File: src/rtl/tagged_ptr_decode.sv
module tagged_ptr_decode #(
  parameter int PTR_W = 10,
  parameter int FIT_MAX_EXP = 3,
  parameter bit OUT_REG = 1'b1,
  localparam int ADDR_W = PTR_W - 1,
  localparam int EXP_W = $clog2(PTR_W)
) (
  input  logic              clk,
  input  logic              rst_n,
  input  logic [PTR_W-1:0]  ptr,
  output logic              valid,
  output logic [EXP_W-1:0]  size_exp,
  output logic [PTR_W-1:0]  byte_cnt,
  output logic [ADDR_W-1:0] byte_addr,
  output logic              fits,
  output logic              oversize
);

  logic             hit;
  logic [EXP_W-1:0] msb;
  logic [EXP_W-1:0] lz;

  always_comb begin
    hit = 1'b0;
    msb = '0;
    for (int i = 0; i < PTR_W; i++) begin
      if (ptr[i]) begin
        hit = 1'b1;
        msb = EXP_W'(i);
      end
    end
  end

  assign lz = EXP_W'(PTR_W - 1) - msb;

  logic              d_valid, d_fits, d_over;
  logic [EXP_W-1:0]  d_exp;
  logic [PTR_W-1:0]  d_cnt;
  logic [ADDR_W-1:0] d_addr;

  assign d_valid = hit;
  assign d_exp   = hit ? lz : '0;
  assign d_cnt   = hit ? (PTR_W'(1) << lz) : '0;
  assign d_addr  = hit ? ADDR_W'(ptr << lz) : '0;
  assign d_fits  = hit && (lz <= EXP_W'(FIT_MAX_EXP));
  assign d_over  = hit && !d_fits;

  generate
    if (OUT_REG) begin : g_reg
      always_ff @(posedge clk or negedge rst_n) begin
        if (!rst_n) begin
          valid     <= 1'b0;
          size_exp  <= '0;
          byte_cnt  <= '0;
          byte_addr <= '0;
          fits      <= 1'b0;
          oversize  <= 1'b0;
        end else begin
          valid     <= d_valid;
          size_exp  <= d_exp;
          byte_cnt  <= d_cnt;
          byte_addr <= d_addr;
          fits      <= d_fits;
          oversize  <= d_over;
        end
      end
    end else begin : g_comb
      assign valid     = d_valid;
      assign size_exp  = d_exp;
      assign byte_cnt  = d_cnt;
      assign byte_addr = d_addr;
      assign fits      = d_fits;
      assign oversize  = d_over;
    end
  endgenerate

endmodule


File: config.mk
export PLATFORM = sky130hd
export DESIGN_NAME = tagged_ptr_decode
export DESIGN_NICKNAME = d
export VERILOG_FILES = /design/src/rtl/tagged_ptr_decode.sv
export SDC_FILE = /design/constraint.sdc
export NUM_CORES = 1
export LEC_CHECK = 0
export BUFFER_PORTS_ARGS = -buffer_cell sky130_fd_sc_hd__buf_4
export CORE_MARGIN = 3
export CORE_UTILIZATION = 46
export CTS_CLUSTER_DIAMETER = 40
export DETAILED_ROUTE_END_ITERATION = 8
export PLACE_DENSITY = 0.84
export REMOVE_ABC_BUFFERS = 1
export SLEW_MARGIN = 0
export SYNTH_ARGS = -nofsm -noshare
export SYNTH_HDL_FRONTEND = slang
export SYNTH_SLANG_ARGS = --single-unit
File: constraint.sdc
create_clock -name clk -period 0.8 [get_ports clk]
set_clock_uncertainty 0.05 [all_clocks]
set_input_delay 0.04 -clock clk [delete_from_list [all_inputs] [get_ports clk]]
set_output_delay 0.04 -clock clk [all_outputs]
set_load 0.02 [all_outputs]
### Yosys cells after proc, flatten, opt, wreduce, memory -nomap -nowiden

Index checks and enable logic that the tools add are counted.

| word-level totals | value |
|---|---|
| bits in registers | 26 |
| input port bits | 12 |
| word-level logic and storage cells | 35 |

| operators by class | value |
|---|---|
| $add $sub $neg | 1 |
| $lt $le $gt $ge | 1 |
| shift operators | 2 |
| mux-type cells | 22 |
| reduce and logical (&&, ||, !) cells | 3 |

Operators with widths:

| kind | number |
|---|---|
| 4-bit two-way mux | 9 |
| 1-bit two-way mux | 11 |
| 10-bit two-way mux | 1 |
| 1-bit by 4-bit left shift with 10-bit output, first input constant | 1 |
| 10-bit by 4-bit left shift with 9-bit output | 1 |
| 9-bit two-way mux | 1 |
| 4-bit by 2-bit <= comparator with 1-bit output, second input constant | 1 |
| 4-bit subtractor, first input constant | 1 |
| 1-bit logical AND | 2 |
| 1-bit zero test | 1 |

### Depth between registers and ports, before layout

Gate-level depths: netlist of the first run.

| logic depth | value |
|---|---|
| word-level depth | 14 |
| mapped depth | 13 |
| mapped depth without buffers | 11 |

### Least setup slack after synthesis of the first run

Ideal clock, no wire load.

| path | value |
|---|---|
| path type | input -> register |
| start | input port ptr[9] |
| end | register byte_addr[7] |
| library setup time | 0.096 ns |
| arrival time | 2.260 ns |
| data required time | 0.654 ns |
| path slack | -1.606 ns |
| stages | 11 |
| cells stage by stage | buf_2 -> nor2_1 -> inv_1 -> nor2_4 -> clkinv_1 -> ha_1 -> or3_4 -> a21oi_1 -> nand2_1 -> or4_1 -> o31ai_1 |

| between the ends | value |
|---|---|
| longest elaborated chain between the ends | 4 |
| elaborated cells between the ends (all ways) | 5 |
| classes of those cells | add/sub: 1; shift: 1; mux: 3 |

RTL lines:

| element | line | RTL |
|---|---|---|
| start: declaration | 10 | `input logic [PTR_W-1:0] ptr,` |
| 4-bit two-way mux | 27 | `if (ptr[i]) begin` |
| 4-bit subtractor | 34 | `assign lz = EXP_W'(PTR_W - 1) - msb;` |
| 10-bit by 4-bit left shift with 9-bit output | 44 | `assign d_addr = hit ? ADDR_W'(ptr << lz) : '0;` |
| 9-bit two-way mux * | 44 |  |
| net d_addr[7] | 39 | `logic [ADDR_W-1:0] d_addr;` |
| end signal: assignment | 62 | `byte_addr <= d_addr;` |
| end: declaration | 14 | `output logic [ADDR_W-1:0] byte_addr,` |

The timed path passes the listed nets; every way through them passes the cells marked *.

### Worst setup path after layout of the first run

| path | value |
|---|---|
| start | input port ptr[5] |
| end | register byte_addr[7] |

| between the ends | value |
|---|---|
| longest elaborated chain between the ends | 8 |
| elaborated cells between the ends (all ways) | 13 |
| classes of those cells | add/sub: 1; shift: 1; mux: 11 |

RTL lines:

| element | line |
|---|---|
| 4-bit two-way mux (5 in series) | 27 |
| 4-bit subtractor | 34 |
| 10-bit by 4-bit left shift with 9-bit output | 44 |
| 9-bit two-way mux * | 44 |
| net d_addr[7] | 39 |

Marks and branches as above.

==> flow_metrics.tcl, run 1 <==
set metrics [dict create \
    fp-row-count 19 \
    outcome "finished, violations left" \
    grt_use_total_pct 29.4 \
    fin_nets 258 \
    crit_fanout 4 \
    path_clk_slew_ns 0.14 \
    cp_top_family "simple AND/OR/NAND/NOR gates" \
    async_flop_share_pct 100 \
    ir_drop_mv 0.970 \
    ys_ff_latch 26 \
    fp.coreArea_sq_mm 0.00281 \
    p_leak_nw 1.22 \
    worstSetupPathType "input port to flop" \
    synth-edff-count 0 \
    clock.fmax_mhz 545 \
    cts_made_buffers 3 \
    worst_pin_slew_ns 0.634 \
    fp.dieArea_sq_mm 0.00367 \
    fin_ws_ns -1.04 \
    crit_required_ns 0.99 \
    final_area_sq_mm 0.00263 \
    critical_path_buf_inv_count 2 \
    place_hpwl_mm 3.01 \
    grt_pass1_vias 1692 \
    rsz0062_at_grt "yes" \
    start_kind "input port" \
    yosysSeqAreaShare_pct 47.4 \
    pin_count 38 \
    antenna_found_initial 0 \
    fin_tns_setup_ns -24.36 \
    htreeDepth 1 \
    violations "setup timing" \
    io_buffers 37 \
    cp.arrival_ns 2.03 \
    num_vias 1796 \
    synth.distinct_cells 50 \
    fin_crit_sh_pct 229 \
    viasPerCell 6.53 \
    slowest_delay_ns 0.42 \
    place.gp.congestion 0.970 \
    grt_pass1_wl_mm 7.97 \
    hold_path.class "input port to async pin" \
    grt_max_degree 27 \
    cp_slowest_cell "or4_4" \
    netlist_area_sq_mm 0.00137 \
    totalWireLength_mm 6.55 \
    wire_per_inst_um 23.8 \
    first_pass_iters 5 \
    slew_headroom_pct 56.6 \
    hold_viol_final 0 \
    cts_sinks 26 \
    fin_crit_ns 1.84 \
    synth_flop_cell "dfrtp_1" \
    setup_viol 50 \
    die_x_um 60.6 \
    cp_cell_sequence "buf_6 > o31a_1 > nor2_4 > inv_4 > ha_4 > or3_4 > a21oi_4 > nand2_4 > or4_4 > o31ai_1" \
    place_area_sq_mm 0.00200 \
    post-place-ws_ns -1.50 \
    final_antenna_net_count 0 \
    avgSynthCellArea_sq_um 9.66 \
    drive_gt1_share_pct 63.9 \
    clockRootBuffer "clkbuf_4" \
    start_util_pct 48.9 \
    grt_overflow 0 \
    p_per_area_mw_per_mm2 1490 \
    maxCapViolCount 0 \
    drc 0 \
    slew_viol_final 0 \
    synth_cells 142 \
    syn_to_final_growth_pct 91.6 \
    fillers 84 \
    yosysWarnings 0 \
    drt_iter0_drc 172 \
    die_h_um 60.6 \
    end_kind "flop" \
    diodes 0 \
    tritoncts "yes" \
    clockBufferDepth 2 \
]
state kept, by name, indices dropped and copies added (netlist names):
signal and count:
fits 1, byte_addr 9, valid 1, byte_cnt 10, oversize 1, size_exp 4
metal layers:
layer  part of all wire, %  global-route usage (%)
met1                    34                    31.6
met2                    49                    56.2
met3                   9.9                    2.34
met4                   6.8                    15.8
met5                     0                       0
layout by cell type, fill, tap and decap left out, types with 2 or more instances in the layout:
| cell | Yosys | layout |
|---|---|---|
| buf_4 | 2 | 53 |
| buf_6 | 1 | 48 |
| dfrtp_1 | 26 | 26 |
| nor2_1 | 20 | 12 |
| inv_1 | 9 | 8 |
| nor2_4 | 1 | 5 |
| nand2_1 | 7 | 5 |
| a21oi_1 | 5 | 4 |
| nor2b_1 | 4 | 4 |
| nor2_2 | 0 | 4 |
| inv_4 | 0 | 3 |
| o21ai_4 | 0 | 3 |
| nor3_2 | 0 | 3 |
| nor3_1 | 8 | 3 |
| clkbuf_4 | 1 | 3 |
| or3_4 | 2 | 2 |
| or2_2 | 2 | 2 |
| or4_4 | 1 | 2 |
| nor4_4 | 0 | 2 |
| nand2b_1 | 2 | 2 |
| a221oi_1 | 2 | 2 |
| o31ai_1 | 3 | 2 |
| o311ai_0 | 2 | 2 |
| nand2_4 | 0 | 2 |
| o21ai_0 | 5 | 2 |
| and3_1 | 3 | 2 |
| a22oi_1 | 2 | 2 |
| o22ai_2 | 0 | 2 |
| o211ai_1 | 2 | 2 |
| nor3_4 | 0 | 2 |
| buf_8 | 0 | 2 |
how the worst max path moves through the flow:
stage | endpoint | slack, ns | startpoint | depth (start not counted)
after floorplan | byte_addr[7]$_DFF_PN0_ | -1.64 | ptr[4] | 9
after global placement | byte_addr[7]$_DFF_PN0_ | -1.36 | ptr[4] | 10
after detailed placement | byte_addr[7]$_DFF_PN0_ | -1.50 | ptr[4] | 10
after CTS | byte_addr[7]$_DFF_PN0_ | -0.94 | ptr[5] | 10
after global routing | byte_cnt[7]$_DFF_PN0_ | -1.05 | ptr[8] | 12
final | byte_addr[7]$_DFF_PN0_ | -1.04 | ptr[5] | 10
final cells by class:
| type | count | area, sq um | share of cell area (%) |
|---|---|---|---|
| clock buffers | 4 | 36.3 | 1.38 |
| inverters | 11 | 48.8 | 1.86 |
| multi-input cells | 99 | 875 | 33.3 |
| flip-flops and latches | 26 | 651 | 24.8 |
| well taps | 31 | 38.8 | 1.48 |
| repair buffers | 104 | 978 | 37.2 |
stage by stage:
step	hold slack [ns]	total power, mW	util [%]	cells
global placement	-0.103	2.53	71.2	251
finish	0.0798	3.92	93.7	275
global route	0.0944	4.07	93.7	275
detailed placement	-0.0931	2.57	71.2	251
floorplan	-0.306	1.96	-	136
CTS	0.0894	3.46	83.9	267
where the power goes:
part	internal [mW]	leakage [nW]	switching (mW)
combinational	0.852	0.867	0.884
sequential	1.42	0.335	0.0646
clock	0.279	0.0210	0.411
total	2.56	1.22	1.36
cells by family after synthesis:
logic type | after synthesis | share of synthesized area, %
multiplexers | 1 | 0.821
adder cells (fa/ha/maj) | 1 | 0.912
AND/OR/NAND/NOR | 56 | 22.2
flip-flops | 26 | 47.4
buffers and inverters | 17 | 6.20
XOR/XNOR | 1 | 0.639
AO/OA/AOI/OAI | 40 | 21.8
synthesized netlist by cell type (3+ instances only):
cell type | number | area, sq um
o22ai_1 | 3 | 18.8
o21ai_0 | 5 | 25.0
nand2_1 | 7 | 26.3
o31ai_1 | 3 | 22.5
and3_1 | 3 | 18.8
nor2_1 | 20 | 75.1
a21oi_1 | 5 | 25.0
dfrtp_1 | 26 | 651
nor2b_1 | 4 | 25.0
nor3_1 | 8 | 40.0
inv_1 | 9 | 33.8
repair_timing:
item	4_1_cts	5_1_grt
gates cloned	1	0
pin swaps	9	16
setup buffers	10	9
hold buffers	1	0
hold endpoints to repair	26	0
setup endpoints to repair	50	50
resized for setup	61	49
(Power assumes the default switching activity.)
==> inputs of run 2 (changes only) <==
ABC_AREA = 0   (was unset)
PLACE_DENSITY = unset   (was 0.84)
PLACE_DENSITY_LB_ADDON = 0.3   (was unset)
==> flow_metrics.tcl, run 2 (synthesis results as in run 1) <==
set metrics [dict create \
    power_frac_seq_pct 39.2 \
    place.gp.congestion 0.949 \
    met2_usage_pct 54.4 \
    grt_max_degree 27 \
    p_leak_nw 1.20 \
    dp_cells 251 \
    p_int_mw 2.50 \
    cp.arrival_ns 1.99 \
    max_flop_register "byte_cnt" \
    grt_pass1_wl_mm 7.90 \
    fin_tns_setup_ns -21.99 \
    grt_pass1_vias 1697 \
    cts_made_buffers 3 \
    tritoncts "yes" \
    worst_hold_slack_ns 0.0843 \
    drc 0 \
    p_per_area_mw_per_mm2 1480 \
    final_cell_mix "buf_4, buf_6, dfrtp_1" \
    die_x_um 60.6 \
    outcome "finished, violations left" \
    fin_nets 258 \
    fin_ws_ns -1.00 \
    viasPerCell 6.29 \
    fin_crit_sh_pct 225 \
    crit_required_ns 0.99 \
    drt_iter0_drc 185 \
    clock.fmax_mhz 555 \
    place_hpwl_mm 3.11 \
    ir_drop_mv 0.765 \
    rsz0062_at_grt "yes" \
    io_buffers 37 \
    start_util_pct 48.9 \
    grt-busiest-layer "met2" \
    post-place-ws_ns -1.48 \
    pin_count 38 \
    worstSetupPathType "input port to flop" \
    slew_headroom_pct 53.6 \
    htreeDepth 1 \
    num_vias 1731 \
    start_kind "input port" \
    path_clk_slew_ns 0.15 \
    syn_to_final_growth_pct 87.2 \
    antenna_found_initial 0 \
    wire_per_inst_um 22.5 \
    end_kind "flop" \
    first_pass_iters 7 \
    slowest_delay_ns 0.42 \
    fp.dieArea_sq_mm 0.00367 \
    total_power_mw 3.81 \
    drive_gt1_share_pct 61.1 \
    grt_use_met3_pct 3.19 \
    comb_power_share_pct 42.5 \
    hold_viol_final 0 \
    clockRootBuffer "clkbuf_4" \
    grt_overflow 0 \
    fillers 110 \
    fp.coreArea_sq_mm 0.00281 \
    largest_reg_flops 10 \
    cp_slowest_cell "or4_1" \
    totalWireLength_mm 6.19 \
    swShare_pct 34.4 \
    fin_crit_ns 1.80 \
    diodes 0 \
    fp-row-count 19 \
    grt_use_total_pct 29.0 \
    clockBufferDepth 2 \
    hold_path.class "input port to async pin" \
    slew_viol_final 0 \
    violations "setup timing" \
    maxCapViolCount 0 \
    die_h_um 60.6 \
    final_antenna_net_count 0 \
    crit_fanout 4 \
    final_cell_count_no_fill 275 \
    cp_cell_sequence "buf_6 > o31a_1 > nor2_4 > inv_4 > ha_4 > or3_4 > a21oi_4 > nand2_2 > or4_1 > o31ai_1" \
    reg.largest.list "byte_cnt x10, byte_addr x9, size_exp x4" \
    p_sw_mw 1.31 \
    setup_viol 50 \
    power.share.clock_pct 18.3 \
    layout_commonest_cell "buf_4" \
    met1_usage_pct 32.1 \
    cts_sinks 26 \
    worst_pin_slew_ns 0.679 \
]
run 2: cell type report:
type / instances / area (sq um) / share of cell area, %
sequential: 26 / 651 / 25.3
timing repair buffer: 104 / 956 / 37.2
inverter: 11 / 43.8 / 1.71
multi-input combinational: 99 / 842 / 32.8
clock buffer: 4 / 36.3 / 1.41
tap: 31 / 38.8 / 1.51
run 2: what timing repair did:
item / 4_1_cts / 5_1_grt
gates cloned: 0 / 0
pin swaps: 13 / 7
setup buffers: 7 / 13
endpoints found under the setup margin: 50 / 50
endpoints found under the hold margin: 26 / 0
hold buffers: 1 / 0
resized for setup: 62 / 32
run 2: worst max-delay path by stage:
| stage | depth (start not counted) | slack, ns | end | from |
|---|---|---|---|---|
| 3_5_place_dp | 10 | -1.48 | byte_addr[7]$_DFF_PN0_ | ptr[4] |
| 6_report | 10 | -1.00 | byte_addr[7]$_DFF_PN0_ | ptr[5] |
| 3_3_place_gp | 10 | -1.39 | byte_addr[7]$_DFF_PN0_ | ptr[4] |
| 5_1_grt | 12 | -1.0 | byte_addr[8]$_DFF_PN0_ | ptr[4] |
| 4_1_cts | 10 | -0.91 | byte_addr[7]$_DFF_PN0_ | ptr[5] |
| 2_1_floorplan | 9 | -1.64 | byte_addr[7]$_DFF_PN0_ | ptr[4] |
run 2: critical path: cells and delay by family:
family,cells,cell delay [ns]
buffers and inverters,2,0.14
and+or+nand+nor,4,1.03
adders and majority gates,1,0.18
AOI/OAI and AO/OA,3,0.60
run 2: routing by layer:
metal | share of wire (%) | vias to the layer above
met5 | 0 | -
met4 | 5.3 | 0
met3 | 8.3 | 44
met2 | 51 | 143
met1 | 36 | 819
li1 | - | 725
run 2: through the flow:
step	instance area [sq um]	util [%]
finish	2570	91.5
global route	2570	91.5
CTS	2340	83.5
detailed placement	2000	71.2
global placement	2000	71.2
floorplan	1330	-
run 2: power groups by stage:
stage | Combinational (mW) | Sequential [mW] | Clock, mW
detailed placement | 1.09 | 1.48 | 0
global route | 1.69 | 1.50 | 0.761
floorplan | 0.336 | 1.62 | 0
CTS | 1.35 | 1.47 | 0.650
finish | 1.62 | 1.49 | 0.697
global placement | 1.05 | 1.47 | 0
